<file path="config.mk">
export PLATFORM = sky130hd
export DESIGN_NAME = sp_collector
export DESIGN_NICKNAME = d
export VERILOG_FILES = /design/src/rtl/sp_pkg.sv /design/src/rtl/sp_rr_arbiter.sv /design/src/rtl/sp_fifo.sv /design/src/rtl/sp_token_ctl.sv /design/src/rtl/sp_collector.sv
export SDC_FILE = /design/constraint.sdc
export NUM_CORES = 1
export LEC_CHECK = 0
export ABC_AREA = 1
export ABC_CLOCK_PERIOD_IN_PS = 2600
export BUFFER_PORTS_ARGS = -buffer_cell sky130_fd_sc_hd__buf_2
export CAP_MARGIN = 20
export CORE_MARGIN = 5
export CORE_UTILIZATION = 45
export CTS_BUF_LIST = sky130_fd_sc_hd__clkbuf_8
export DETAILED_ROUTE_END_ITERATION = 10
export PLACE_DENSITY_LB_ADDON = 0.08
export SYNTH_ARGS = -nofsm -noshare
export SYNTH_HDL_FRONTEND = slang
export SYNTH_SLANG_ARGS = --single-unit
export TNS_END_PERCENT = 1
</file>
<file path="constraint.sdc">
create_clock -name clk -period 2.6 [get_ports clk]
set_input_delay 0.39 -clock clk [delete_from_list [all_inputs] [get_ports clk]]
set_output_delay 0.39 -clock clk [all_outputs]
set_load 0.05 [all_outputs]
</file>
<file path="src/rtl/sp_pkg.sv">
package sp_pkg;

  localparam int SP_PIXELS     = 8;
  localparam int SP_PIX_DW     = 28;
  localparam int SP_FIFO_DEPTH = 2;

  // Next start point of a rotation over n positions.
  function automatic int rr_next(int idx, int n);
    return (idx + 1 >= n) ? 0 : idx + 1;
  endfunction

  // Occupancy after one cycle of optional write and read.
  function automatic int occ_next(int occ, bit put, bit take);
    return occ + int'(put) - int'(take);
  endfunction

  // Wrap-around increment of a storage slot number.
  function automatic int slot_next(int slot, int depth);
    return (slot + 1 >= depth) ? 0 : slot + 1;
  endfunction

endpackage

</file>
<file path="src/rtl/sp_rr_arbiter.sv">
module sp_rr_arbiter #(
  parameter int N = 8,
  localparam int IW = $clog2(N)
) (
  input  logic          clk,
  input  logic          rst_n,
  input  logic [N-1:0]  req,
  input  logic          en,
  output logic [N-1:0]  gnt,
  output logic [IW-1:0] gnt_idx,
  output logic          gnt_vld
);

  logic [IW-1:0] ptr_q;
  logic [N-1:0]  upper;

  function automatic logic [IW-1:0] first_set(input logic [N-1:0] v);
    logic [IW-1:0] r;
    r = '0;
    for (int i = N - 1; i >= 0; i--) begin
      if (v[i]) r = IW'(i);
    end
    return r;
  endfunction

  // requests at or above the rotation start point
  for (genvar i = 0; i < N; i++) begin : g_upper
    assign upper[i] = req[i] && (i >= int'(ptr_q));
  end

  assign gnt_idx = (|upper) ? first_set(upper) : first_set(req);
  assign gnt_vld = en && (|req);
  assign gnt     = gnt_vld ? (N'(1) << gnt_idx) : '0;

  always_ff @(posedge clk or negedge rst_n) begin
    if (!rst_n) begin
      ptr_q <= '0;
    end else if (gnt_vld) begin
      ptr_q <= IW'(sp_pkg::rr_next(int'(gnt_idx), N));
    end
  end

  // one grant at most, never to an idle pixel
  a_r2_onehot_grant: assert property (@(posedge clk) disable iff (!rst_n)
    $onehot0(gnt)) else $error("grant not one-hot");
  a_r2_grant_requested: assert property (@(posedge clk) disable iff (!rst_n)
    (gnt & ~req) == '0) else $error("grant to idle pixel");

endmodule

</file>
<file path="src/rtl/sp_fifo.sv">
module sp_fifo #(
  parameter int W     = 31,
  parameter int DEPTH = 2,
  localparam int PW = (DEPTH > 1) ? $clog2(DEPTH) : 1,
  localparam int CW = $clog2(DEPTH + 1)
) (
  input  logic         clk,
  input  logic         rst_n,
  input  logic         push,
  input  logic [W-1:0] din,
  input  logic         pop,
  output logic [W-1:0] dout,
  output logic         full,
  output logic         empty
);

  logic [W-1:0]  mem [DEPTH];
  logic [PW-1:0] wr_q, rd_q;
  logic [CW-1:0] cnt_q;

  assign full  = (cnt_q == CW'(DEPTH));
  assign empty = (cnt_q == '0);
  assign dout  = mem[rd_q];

  always_ff @(posedge clk) begin
    if (push) mem[wr_q] <= din;
  end

  always_ff @(posedge clk or negedge rst_n) begin
    if (!rst_n) begin
      wr_q  <= '0;
      rd_q  <= '0;
      cnt_q <= '0;
    end else begin
      if (push) wr_q <= PW'(sp_pkg::slot_next(int'(wr_q), DEPTH));
      if (pop)  rd_q <= PW'(sp_pkg::slot_next(int'(rd_q), DEPTH));
      cnt_q <= CW'(sp_pkg::occ_next(int'(cnt_q), push, pop));
    end
  end

  // nothing is written into a full queue
  a_r4_no_overflow: assert property (@(posedge clk) disable iff (!rst_n)
    push |-> !full) else $error("write into full queue");
  // nothing is read from an empty queue
  a_r7_no_underflow: assert property (@(posedge clk) disable iff (!rst_n)
    pop |-> !empty) else $error("read from empty queue");

endmodule

</file>
<file path="src/rtl/sp_token_ctl.sv">
module sp_token_ctl (
  input  logic clk,
  input  logic rst_n,
  input  logic tok_in,
  input  logic has_data,
  input  logic bus_ready,
  input  logic round_end,
  output logic own,
  output logic tok_out,
  output logic accept
);

  logic yld_q;

  assign own     = tok_in && has_data && !yld_q;
  assign tok_out = tok_in && !own;
  assign accept  = own && bus_ready;

  // a transfer starts a stand-aside period; a round end closes it
  always_ff @(posedge clk or negedge rst_n) begin
    if (!rst_n)         yld_q <= 1'b0;
    else if (accept)    yld_q <= 1'b1;
    else if (round_end) yld_q <= 1'b0;
  end

  // no second word right after an accepted one
  a_r8_yield_after_accept: assert property (@(posedge clk) disable iff (!rst_n)
    accept |=> !own) else $error("drove bus right after transfer");
  // a stalled word stays while the token keeps arriving
  a_r7_hold_while_stalled: assert property (@(posedge clk) disable iff (!rst_n)
    (own && !bus_ready) |=> (own || !tok_in)) else $error("dropped stalled word");

endmodule

</file>
<file path="src/rtl/sp_collector.sv">
module sp_collector #(
  parameter int NPIX       = sp_pkg::SP_PIXELS,
  parameter int PIX_DW     = sp_pkg::SP_PIX_DW,
  parameter int FIFO_DEPTH = sp_pkg::SP_FIFO_DEPTH,
  localparam int IDX_W = $clog2(NPIX),
  localparam int REC_W = PIX_DW + IDX_W
) (
  input  logic                   clk,
  input  logic                   rst_n,
  input  logic [NPIX-1:0]        pix_req,
  input  logic [NPIX*PIX_DW-1:0] pix_data,
  output logic [NPIX-1:0]        pix_ack,
  input  logic                   tok_in,
  output logic                   tok_out,
  input  logic                   round_end,
  input  logic                   bus_ready,
  output logic                   bus_valid,
  output logic [REC_W-1:0]       bus_data
);

  logic [IDX_W-1:0]  gnt_idx;
  logic              gnt_vld;
  logic [PIX_DW-1:0] data_sel;
  logic [REC_W-1:0]  rec_in, rec_head;
  logic              q_full, q_empty;
  logic              own, accept;

  function automatic logic [REC_W-1:0] make_record(
    input logic [IDX_W-1:0] idx, input logic [PIX_DW-1:0] meas);
    return {idx, meas};
  endfunction

  sp_rr_arbiter #(.N(NPIX)) u_arb (
    .clk     (clk),
    .rst_n   (rst_n),
    .req     (pix_req),
    .en      (!q_full),
    .gnt     (pix_ack),
    .gnt_idx (gnt_idx),
    .gnt_vld (gnt_vld)
  );

  assign data_sel = pix_data[int'(gnt_idx)*PIX_DW +: PIX_DW];
  assign rec_in   = make_record(gnt_idx, data_sel);

  sp_fifo #(.W(REC_W), .DEPTH(FIFO_DEPTH)) u_fifo (
    .clk   (clk),
    .rst_n (rst_n),
    .push  (gnt_vld),
    .din   (rec_in),
    .pop   (accept),
    .dout  (rec_head),
    .full  (q_full),
    .empty (q_empty)
  );

  sp_token_ctl u_tok (
    .clk       (clk),
    .rst_n     (rst_n),
    .tok_in    (tok_in),
    .has_data  (!q_empty),
    .bus_ready (bus_ready),
    .round_end (round_end),
    .own       (own),
    .tok_out   (tok_out),
    .accept    (accept)
  );

  assign bus_valid = own;
  assign bus_data  = own ? rec_head : '0;

  // a full queue blocks every acknowledge
  a_r4_full_no_ack: assert property (@(posedge clk) disable iff (!rst_n)
    q_full |-> (pix_ack == '0)) else $error("ack while full");
  // an empty group is transparent to the token
  a_r5_empty_passes: assert property (@(posedge clk) disable iff (!rst_n)
    q_empty |-> (tok_out == tok_in && !bus_valid)) else $error("empty group held token");
  // a driving group has received the token
  a_r6_valid_needs_token: assert property (@(posedge clk) disable iff (!rst_n)
    bus_valid |-> (tok_in && !tok_out)) else $error("drove bus without token");
  // stalled word is unchanged next cycle while token stays
  a_r7_word_stable: assert property (@(posedge clk) disable iff (!rst_n)
    (bus_valid && !bus_ready) |=> (!tok_in || (bus_valid && $stable(bus_data))))
    else $error("stalled word changed");
  // the bus is quiet when not valid
  a_r9_quiet_bus: assert property (@(posedge clk) disable iff (!rst_n)
    !bus_valid |-> (bus_data == '0)) else $error("bus not quiet");

endmodule

</file>
After elaboration in Yosys (flattened, before gate mapping)
Memory sizes are Yosys's and may differ from the RTL's.
Cells that the tools add are included.
Word-level totals
  flip-flop bits (word level): 8
  RAM bits: 62
  input bits: 237
  memories kept: 1
Cells by class
  add/subtract/negate cells: 5
  multiply operators: 1
  magnitude comparators: 10
  equal/unequal tests: 1
  shift-type cells: 2
  mux-type cells: 25
  reduce and logical (&&, ||, !) cells: 20
Memory list
  u_fifo.mem: words 2, bits a word 31, read ports 1, clocked after memory_dff 0, wr ports 1, line sp_fifo.sv:17  | logic [W-1:0] mem [DEPTH];
Operator list (number)
  224-bit by 9-bit variable part select with 28-bit output: 1
  3-bit two-way mux: 17
  31-bit two-way mux: 1
  8-bit OR reduction: 2
  1-bit logical AND: 12
  3-bit greater-or-equal comparator, first input constant: 3
  8-bit two-way mux: 1
  1-bit by 3-bit left shift with 8-bit output, first input constant: 1
  1-bit by 3-bit greater-or-equal comparator with 1-bit output, first input constant: 2
  2-bit by 3-bit greater-or-equal comparator with 1-bit output, first input constant: 2
  3-bit by 3-bit multiplier with 6-bit output, second input constant: 1
  1-bit two-way mux: 6
  1-bit by 1-bit adder with 2-bit output, second input constant: 2
  3-bit by 1-bit adder with 4-bit output, second input constant: 1
  2-bit greater-or-equal comparator, second input constant: 2
  4-bit greater-or-equal comparator, second input constant: 1
  1-bit logical NOT: 4
  2-bit by 1-bit adder with 2-bit output: 1
  2-bit equality test, second input constant: 1
  2-bit logical NOT: 1
  2-bit nonzero test: 1
  2-bit subtractor: 1

Depth between registers and ports, before layout
Gate-level depths: netlist (run 1).
  depth in word-level cells: 13
  mapped depth: 16
  gate-level depth less buffers: 14

Modules after synthesis
From an unflattened synthesis (run 1), not the netlist that was laid out.
Second synthesis, totals
  cells, all modules: 1104
  area total of the unflattened synthesis: 6555.0 um2
By module, submodules not included
  sp_collector: times used 1, cells each 812, area an instance 3298.2 um2, seq. area each 0.0 um2
  sp_fifo: times used 1, cells each 187, area an instance 2651.3 um2, seq. area each 1961.9 um2
  sp_rr_arbiter: times used 1, cells each 95, area an instance 541.8 um2, seq. area each 75.1 um2
  sp_token_ctl: times used 1, cells each 10, area an instance 63.8 um2, seq. area each 25.0 um2

Least setup slack after synthesis (run 1)
No wires, ideal clock.
  path type: input port to output port
  from: in tok_in
  to: out bus_data[0]
  data arrival time: 2922 ps
  setup slack: -712 ps
  cell stages on the path: 5
  path buffers: 1
  path through: inv_1 > nor3_1 > inv_1 > clkbuf_1 > a21oi_1
On the way
  longest elaborated chain between the ends: 3
Ends and longest elaborated chain
  start, declared: line sp_collector.sv:13  | input logic tok_in,
  1-bit logical AND (2 in series): line sp_token_ctl.sv:15  | assign own = tok_in && has_data && !yld_q;
  named net bus_valid: line sp_collector.sv:17  | output logic bus_valid,
  31-bit two-way mux: line sp_collector.sv:70  | assign bus_data = own ? rec_head : '0;
  end, declared: line sp_collector.sv:18  | output logic [REC_W-1:0] bus_data
The timed path passes the listed nets, and every way through them passes these cells.

Worst setup path in the final report (run 1)
  from: reg u_arb.ptr_q[2]
  to: out pix_ack[4]
On the way
  longest elaborated chain between the ends: 12
Ends and longest elaborated chain
  start, declared: line sp_rr_arbiter.sv:14  | logic [IW-1:0] ptr_q;
  start signal, assigned: line sp_rr_arbiter.sv:39  | ptr_q <= IW'(sp_pkg::rr_next(int'(gnt_idx), N));
  3-bit greater-or-equal comparator: line sp_rr_arbiter.sv:28  | assign upper[i] = req[i] && (i >= int'(ptr_q));
  1-bit logical AND: line sp_rr_arbiter.sv:28
  3-bit two-way mux (7 in series): line sp_rr_arbiter.sv:21  | if (v[i]) r = IW'(i);
  3-bit two-way mux *: line sp_rr_arbiter.sv:31  | assign gnt_idx = (|upper) ? first_set(upper) : first_set(req);
  1-bit by 3-bit left shift with 8-bit output *: line sp_rr_arbiter.sv:33  | assign gnt = gnt_vld ? (N'(1) << gnt_idx) : '0;
  8-bit two-way mux *: line sp_rr_arbiter.sv:33
  end, declared: line sp_collector.sv:12  | output logic [NPIX-1:0] pix_ack,
Mark *: on every way between the ends. The rest lies on a longest branch, timed or not.

==> results of run 1 <==
## flip-flops by register name (all words and copies together) (netlist names)
register / flops
u_fifo.mem: 62
u_arb.ptr_q: 3
u_fifo.cnt_q: 2
u_fifo.rd_q: 1
u_fifo.wr_q: 1
u_tok.yld_q: 1
## cells by family (layout without fill, tap and decap cells)
group | after synthesis | after routing | synth area share (%)
adders and majority gates | 8 | 8 | 1.58
AOI/OAI and AO/OA | 39 | 39 | 3.16
buffers and inverters | 317 | 576 | 21.0
DFF | 70 | 70 | 32.6
xor gates and xnor gates | 3 | 3 | 0.415
and+or+nand+nor | 605 | 605 | 41.3
## worst min path at each step
stage / from / end / cells past startpoint
global route: round_end / u_tok.yld_q$_DFFE_PN0P_ / 2
finish: round_end / u_tok.yld_q$_DFFE_PN0P_ / 2
CTS: round_end / u_tok.yld_q$_DFFE_PN0P_ / 2
global placement: rst_n / u_fifo.cnt_q[0]$_DFF_PN0_ / 1
floorplan: rst_n / u_arb.ptr_q[0]$_DFFE_PN0P_ / 0
detailed placement: rst_n / u_fifo.cnt_q[0]$_DFF_PN0_ / 1
## stage by stage
| stage | cell area, µm² | TNS [ps] |
|---|---|---|
| floorplan | 6370 | -10650 |
| global placement | 7860 | 0 |
| detailed placement | 7860 | 0 |
| CTS | 8130 | -5.99 |
| global route | 8300 | -904 |
| finish | 8300 | 0 |
## layout by cell type (no fill, tap or decap), types with 2 or more instances in the layout
cell type | netlist | routed
bufinv_16 | 0 | 2
clkinv_2 | 0 | 2
nor2_1 | 12 | 5
nand3_2 | 0 | 3
a21oi_1 | 34 | 32
buf_6 | 13 | 8
nor3_2 | 0 | 7
dfrtp_2 | 0 | 3
buf_12 | 0 | 4
nand2_1 | 344 | 336
buf_2 | 26 | 269
edfxtp_1 | 62 | 62
nand2_2 | 2 | 8
nor3_1 | 9 | 2
o21ai_0 | 2 | 2
nor2_4 | 1 | 4
a21oi_4 | 0 | 2
nand2_4 | 1 | 2
xnor2_1 | 2 | 2
buf_4 | 2 | 25
nor2_2 | 0 | 4
dfrtp_1 | 8 | 5
inv_1 | 252 | 248
nand3_4 | 1 | 2
inv_2 | 1 | 5
nand3_1 | 234 | 230
clkbuf_8 | 0 | 9
ha_1 | 8 | 6
## per-layer routing
metal	wire, µm	global-route usage, %	part of all wire (%)	vias to the layer above
li1	-	-	-	3675
met1	10000	39.0	44	3310
met2	10600	41.9	46	298
met3	1820	4.86	8.0	27
met4	338	5.87	1.5	2
met5	13	0	0.057	-
## power by group
| group | internal [W] | switching (W) |
|---|---|---|
| clock | 0.000535 | 0.000415 |
| sequential | 0.00231 | 0.000217 |
| combinational | 0.00219 | 0.00518 |
## timing repair
action / in CTS / in global routing
pin swaps: 3 / 17
buffers inserted: 1 / 5
gates resized for setup: 16 / 36
endpoints found under the setup margin: 8 / 23
hold buffers: 1 / 0
hold endpoints to repair: 8 / 0
## worst max-delay path: cells and delay by family (launching register included)
family	cells	cell delay, ps
AND/OR/NAND/NOR	9	900
flip-flops	1	500
buffers and inverters	3	310
adder cells (fa/ha/maj)	1	140
## area by class of cell
type                            count  area [µm²]  share of cell area [%]
Tap cell                          180         225                    2.71
Sequential cell                    70        2070                    24.9
Clock buffer                        9         124                    1.49
Inverter                          253         952                    11.5
Clock inverter                      7        90.1                    1.09
Multi-Input combinational cell    655        3120                    37.7
Timing Repair Buffer              307        1710                    20.7
==> flow_summary.ini, run 1 <==
[logic_synthesis]
yosys_register_bits = 70
netlist_instances = 1042
synth_top_area_cell = edfxtp_1
synthDistinctLibCells = 26
synth_area_mm2 = 0.00633
synth_area_leaders = edfxtp_1, nand2_1, nand3_1, inv_1, dfrtp_1
ys_async_sr_fraction_pct = 11.4
ys_warn_count = 0
synth_top_cell_area_share_pct = 29.4
syn-mean-instance-area_um2 = 6.08
syn-num-nets = 1287
yosys-top-cells-count = nand2_1, inv_1, nand3_1, edfxtp_1, a21oi_1
seq_area_frac_synth_pct = 32.6
synth_edf_count = 62
synth_most_common_cell = nand2_1
synthFlopType = edfxtp_1

[die]
dieArea_mm2 = 0.0165
rows = 43
die_y_um = 129
dieWidth_um = 129
fp.coreArea_mm2 = 0.0138
start_util_pct = 45.8
ioPinCount = 278

[worst_setup_path]
end_kind = output pin
critPathLaunchType = flop
cpPeakStageDelay_ps = 500
cp_cell_sequence = nand2_1 -> nand3_2 -> nand3_1 -> nand2_1 -> nand2_1 -> nand2_2 -> nand2_4 -> nand2_8 -> inv_2 -> ha_1 -> inv_1 -> nor3_2 -> buf_6
worstPathArrival_ps = 2190
r2r-end = u_fifo.mem[1][15]$_DFFE_PP_
critPathRequiredTime_ps = 2210
reg2reg_depth = 13
r2r-start = u_arb.ptr_q[2]$_DFFE_PN0P_
rrSetupSlack_ps = 140
critical_path.max_fanout = 7
crit_top_cell = nand2_1
cp-endpoint = pix_ack[4]
slowest_stage = dfrtp_2
worstSetupPathType = flop to output pin
crit_path_start = u_arb.ptr_q[2]$_DFFE_PN0P_

[pwr]
ir_drop_uv = 966
p_leak_nw = 5.03
powerDensity_mw_per_mm2 = 1310
p_total_w = 0.0108

[cts]
cts_tree = yes
cts_sinks = 70
cts_buffers = 9
cts_max_level = 3
clk_pin_slew_worst_paths_ps = 80
root_buffer = clkbuf_8
worstSkewPairLatency_ps = 340
ctsLongestPathBuffers = 2

[sta]
rsz0062_at_grt = yes
fin_crit_ps = 2580
holdWs_ps = 214
fin_worst_skew_ps = 13.2
worst_slew_pin_slew_ps = 967
relSlewSlack_pct = 35.4
fin_ws_ps = 23.2
setup_violations = 0
fin_crit_sh_pct = 99.1
maxSlewViolCount = 0
hold_viol = 0
fmax_mhz = 388

[min_path]
hold_class = input port to flop

[detailed_routing]
dr.pass1.iters = 5
viasPerCell = 4.94
wl_per_cell_um = 15.3
totalWireLength_um = 22700
drc_errors = 0
via_count = 7312
drt_iter0_drc = 528
postRouteAntennaNets = 0

[final_layout]
final_util_pct = 60.0
drive_above_1_share_pct = 28.2
finalNonFillerCells = 1481
antenna_cells = 0
fill_cells = 1434
nets = 1541
areaGrowthSynthToFinish_pct = 31.0

[global_route]
overflow = 0
grt_max_degree = 113
grt_first_pass_wirelength_um = 35300
grt_pass1_vias = 6885
grt_usage_pct = 26.8
antenna_found_initial = 1

[job]
drv_cap = 0

[place]
io_buffers = 277
place.gp.congestion = 0.880
dp.cells = 1458
post-dp-hpwl_um = 17200
pre_cts_ws_ps = 135

[status]
status = finished, final reports clean
Power figures use the tool's default switching activity.
==> run 2, diff against run 1 <==
--- a/config.mk
+++ b/config.mk
@@ -9,8 +9,11 @@
 export ABC_CLOCK_PERIOD_IN_PS = 2600
 export BUFFER_PORTS_ARGS = -buffer_cell sky130_fd_sc_hd__buf_2
 export CAP_MARGIN = 20
+export CELL_PAD_IN_SITES_DETAIL_PLACEMENT = 0
+export CELL_PAD_IN_SITES_GLOBAL_PLACEMENT = 1
+export CORE_ASPECT_RATIO = 1.5
 export CORE_MARGIN = 5
-export CORE_UTILIZATION = 45
+export CORE_UTILIZATION = 29
 export CTS_BUF_LIST = sky130_fd_sc_hd__clkbuf_8
 export DETAILED_ROUTE_END_ITERATION = 10
 export PLACE_DENSITY_LB_ADDON = 0.08
==> flow_summary.ini, run 2 (same netlist as run 1, synthesis figures left out) <==
[detailed_routing]
via_count = 7148
drt-met1-wl_um = 10800
drt_iter0_drc = 323
postRouteAntennaNets = 0
wl_per_cell_um = 16.6
viasPerCell = 4.53
dr.pass1.iters = 5
highest-signal-layer = met5
wl_met2_um = 13600
totalWireLength_um = 26200
drc_errors = 0
met3_length_um = 1460

[worst_setup_path]
worstPathArrival_ps = 2200
critPathRequiredTime_ps = 2210
worstSetupPathType = flop to output pin
cpPeakStageDelay_ps = 490
end_kind = output pin
critPathLaunchType = flop
cp_cell_sequence = a21oi_2 -> nor2_1 -> nand3_2 -> nor2_4 -> nand3_4 -> nand2_8 -> ha_4 -> ha_4 -> inv_2 -> nor2_2 -> buf_6
crit_top_cell = ha_4
slowest_stage = dfrtp_2
critical_path.max_fanout = 7

[final_layout]
fill_cells = 2465
nets = 1545
mostFrequentLayoutCell = nand2_1
top_register = u_fifo.mem
largest_reg_flops = 62
finalNonFillerCells = 1577
areaGrowthSynthToFinish_pct = 33.6
reg_top3 = u_fifo.mem (62), u_arb.ptr_q (3), u_fifo.cnt_q (2)
final_util_pct = 39.1
mostFrequentLayoutCells = nand2_1, buf_2, inv_1, nand3_1, edfxtp_1
antenna_cells = 0
drive_above_1_share_pct = 28.1

[place]
place.gp.congestion = 0.802
post-dp-hpwl_um = 20200
dp.cells = 1553
io_buffers = 277

[sta]
hold_viol = 0
fin_worst_skew_ps = 11.7
fin_crit_ps = 2590
rsz0062_at_grt = yes
worst_slew_pin_slew_ps = 1010
maxSlewViolCount = 0
fmax_mhz = 386
setup_violations = 0
fin_crit_sh_pct = 99.6
relSlewSlack_pct = 32.6

[global_route]
grt_max_degree = 113
overflow = 0
grt_pass1_vias = 7236
grt_usage_pct = 20.3
antenna_found_initial = 1
grt_first_pass_wirelength_um = 39200

[die]
die_y_um = 191
rows = 66
dieArea_mm2 = 0.0250
fp.coreArea_mm2 = 0.0216
dieWidth_um = 131
start_util_pct = 29.3
ioPinCount = 278

[pwr]
p_sw_w = 0.00610
seqPwrFrac_pct = 22.6
p_leak_nw = 5.06
combinationalPowerShare_pct = 69.6
ir_drop_uv = 1040
clkPwrFrac_pct = 7.8
powerDensity_mw_per_mm2 = 1320
p_int_w = 0.00505
swShare_pct = 54.7

[status]
status = finished, final reports clean

[cts]
clk_pin_slew_worst_paths_ps = 80
cts_sinks = 70
worstSkewPairLatency_ps = 350
root_buffer = clkbuf_8
cts_tree = yes
ctsLongestPathBuffers = 2
cts_buffers = 9
cts_max_level = 3

[job]
drv_cap = 0

[min_path]
hold_class = input port to flop
==> run 2: final cells by class <==
cell class                 instances  area (µm²)  area share [%]
sequential                        70        2070            24.4
inverter                         253         955            11.3
multi-input combinational        655        3130            37.0
clock buffer                       9         124            1.46
tap                              272         340            4.02
timing repair buffer             311        1780            21.1
clock inverter                     7        67.6           0.798
==> run 2: timing repair <==
action,4_1_cts,5_1_grt
cloned,0,1
pin swaps,4,16
hold buffers,1,0
endpoints found under the hold margin,8,0
resized for setup,23,32
setup buffers,6,0
setup endpoints to repair,9,44
==> run 2: metrics by stage <==
step / TNS (ps) / area [µm²] / hold WS (ps) / worst slack [ps] / power, W
2_1_floorplan: -10650 / 6370 / 94.4 / -201 / 0.00762
5_1_grt: -3510 / 8460 / 197 / -129 / 0.0122
4_1_cts: -41.9 / 8310 / 195 / -22.1 / 0.0110
3_3_place_gp: 0 / 7990 / 244 / 18.2 / 0.00993
6_report: 0 / 8460 / 210 / 9.10 / 0.0111
3_5_place_dp: 0 / 7990 / 247 / 22.5 / 0.00997
==> run 2: final timing paths <==
path / cells after the start / endpoint / startpoint / slack [ps]
setup reg to reg: 14 / u_fifo.mem[1][11]$_DFFE_PP_ / u_arb.ptr_q[2]$_DFFE_PN0P_ / 70
hold / removal: 2 / u_tok.yld_q$_DFFE_PN0P_ / round_end / 210
min in group asynchronous: 2 / u_tok.yld_q$_DFFE_PN0P_ / rst_n / 410
setup / recovery: 11 / pix_ack[7] / u_arb.ptr_q[2]$_DFFE_PN0P_ / 9
max in group asynchronous: 2 / u_arb.ptr_q[1]$_DFFE_PN0P_ / rst_n / 1990
hold reg to reg: 2 / u_tok.yld_q$_DFFE_PN0P_ / u_tok.yld_q$_DFFE_PN0P_ / 550
==> run 2: critical path, delay by kind of cell, from the launching register on <==
family / cells / cell delay, ps
AOI/OAI and AO/OA: 1 / 100
and+or+nand+nor: 6 / 770
adders and majority gates: 2 / 290
buffers and inverters: 2 / 190
DFF: 1 / 490
==> run 2: power groups by stage <==
stage	Combinational, W	Sequential (W)	Clock [W]
3_5_place_dp	0.00746	0.00252	0
6_report	0.00776	0.00252	0.000868
2_1_floorplan	0.00513	0.00249	0
5_1_grt	0.00866	0.00257	0.000931
4_1_cts	0.00766	0.00250	0.000884
3_3_place_gp	0.00741	0.00252	0
==> run 2: routing by layer <==
layer | up-vias | track usage (%)
met5 | - | 0
met4 | 2 | 3.64
met3 | 18 | 3.16
met2 | 223 | 36.3
met1 | 3212 | 25.9
li1 | 3693 | -
==> run 3, diff against run 2 <==
--- a/config.mk
+++ b/config.mk
@@ -15,8 +15,10 @@
 export CORE_MARGIN = 5
 export CORE_UTILIZATION = 29
 export CTS_BUF_LIST = sky130_fd_sc_hd__clkbuf_8
+export CTS_CLUSTER_SIZE = 12
 export DETAILED_ROUTE_END_ITERATION = 10
 export PLACE_DENSITY_LB_ADDON = 0.08
+export REMOVE_ABC_BUFFERS = 1
 export SYNTH_ARGS = -nofsm -noshare
 export SYNTH_HDL_FRONTEND = slang
 export SYNTH_SLANG_ARGS = --single-unit
==> flow_summary.ini, run 3 (same netlist as run 1, synthesis figures left out) <==
[cts]
root_buffer = clkbuf_8
cts_buffers = 9
cts_max_level = 3
ctsLongestPathBuffers = 2
cts_tree = yes
worstSkewPairLatency_ps = 350
cts_sinks = 70
clk_pin_slew_worst_paths_ps = 80

[die]
rows = 66
die_y_um = 191
dieWidth_um = 131
fp.coreArea_mm2 = 0.0216
dieArea_mm2 = 0.0250
start_util_pct = 29.3
ioPinCount = 278

[detailed_routing]
drt-met1-wl_um = 8730
dr.pass1.iters = 4
met3_length_um = 1320
totalWireLength_um = 22100
wl_met2_um = 11600
viasPerCell = 4.52
via_count = 7145
wl_per_cell_um = 14.0
drc_errors = 0
drt_iter0_drc = 237
postRouteAntennaNets = 0
highest-signal-layer = met5

[worst_setup_path]
worstSetupPathType = flop to output pin
end_kind = output pin
critPathRequiredTime_ps = 2210
critical_path.max_fanout = 7
critPathLaunchType = flop
worstPathArrival_ps = 2210

[sta]
worst_slew_pin_slew_ps = 1020
fin_worst_skew_ps = 5.62
fin_ws_ps = 1.65
hold_viol = 0
rsz0062_at_grt = yes
relSlewSlack_pct = 32.0
setup_violations = 0
fin_crit_ps = 2600
holdWs_ps = 247
fmax_mhz = 385
fin_crit_sh_pct = 99.9
maxSlewViolCount = 0

[global_route]
grt_usage_pct = 17.8
grt_first_pass_wirelength_um = 35300
grt_max_degree = 113
antenna_found_initial = 2
grt_pass1_vias = 7085
overflow = 0

[job]
drv_cap = 0

[pwr]
ir_drop_uv = 1070
p_leak_nw = 5.07
powerDensity_mw_per_mm2 = 1270

[min_path]
hold_class = input port to flop

[final_layout]
drive_above_1_share_pct = 28.8
top_register = u_fifo.mem
largest_reg_flops = 62
nets = 1548
reg_top3 = u_fifo.mem (62), u_arb.ptr_q (3), u_fifo.cnt_q (2)
postLayoutCellArea_mm2 = 0.00850
mostFrequentLayoutCells = nand2_1, buf_2, inv_1, nand3_1, edfxtp_1
multi_input_area_mm2 = 0.00312
finalNonFillerCells = 1581
areaGrowthSynthToFinish_pct = 34.1
mostFrequentLayoutCell = nand2_1
fill_cells = 2499
regArea_mm2 = 0.00206

[place]
pre_cts_ws_ps = 112
io_buffers = 277
post-dp-hpwl_um = 15900
post_dp_cell_area_mm2 = 0.00794
dp.cells = 1551
place.gp.congestion = 0.828

[status]
status = finished, final reports clean
[run 3: report_power, final]
part	switching [W]	leakage, nW	internal [W]	total, W
combinational	0.00498	4.26	0.00228	0.00726
sequential	0.000194	0.694	0.00231	0.00250
clock	0.000428	0.116	0.000640	0.00107
total	0.00560	5.07	0.00523	0.0108
[run 3: worst paths after layout]
path                                             from                          to  slack, ps  cells after the start
setup / recovery           u_arb.ptr_q[2]$_DFFE_PN0P_                  pix_ack[6]          2                      9
hold reg to reg               u_tok.yld_q$_DFFE_PN0P_     u_tok.yld_q$_DFFE_PN0P_        560                      2
max in group asynchronous                       rst_n  u_arb.ptr_q[1]$_DFFE_PN0P_       1980                      2
setup reg to reg           u_arb.ptr_q[2]$_DFFE_PN0P_  u_fifo.mem[0][1]$_DFFE_PP_        220                     12
hold / removal                              round_end     u_tok.yld_q$_DFFE_PN0P_        250                      2
min in group asynchronous                       rst_n  u_arb.ptr_q[2]$_DFFE_PN0P_        420                      2
[run 3: per-layer routing]
metal | vias to the layer above | GRT usage, %
li1 | 3695 | -
met1 | 3245 | 20.3
met2 | 179 | 33.2
met3 | 24 | 3.44
met4 | 2 | 4.59
met5 | - | 0
[run 3: per-stage QoR]
step / util, % / power [W] / TNS [ps]
final: 39.3 / 0.0108 / 0
after global routing: 39.3 / 0.0120 / -444
after CTS: 38.4 / 0.0107 / -28.2
after detailed placement: 36.7 / 0.00951 / 0
after global placement: 36.7 / 0.00946 / 0
after floorplan: - / 0.00715 / -94270
[run 3: timing repair]
action                                  in CTS  in global routing
hold endpoints to repair                     8                  0
endpoints found under the setup margin       8                  8
pin swaps                                    5                 20
resized for setup                           22                 38
hold buffers                                 1                  0
setup buffers                                5                  7
[run 3: layout make-up]
type,count,area share (%)
Timing Repair Buffer,314,20.8
Multi-Input combinational cell,655,36.7
Clock inverter,7,1.44
Antenna cell,1,0.0295
Sequential cell,70,24.3
Clock buffer,9,1.46
Tap cell,272,4.01
Inverter,253,11.3
[run 3: worst max-delay path, stage by stage, from the launching register on]
cell and delay, ps:
dfrtp_2 470, inv_1 90, nand3_2 120, nand4_4 110, buf_4 160, a21oi_4 170, clkinvlp_4 170, buf_4 170
nor3_2 210, buf_6 190
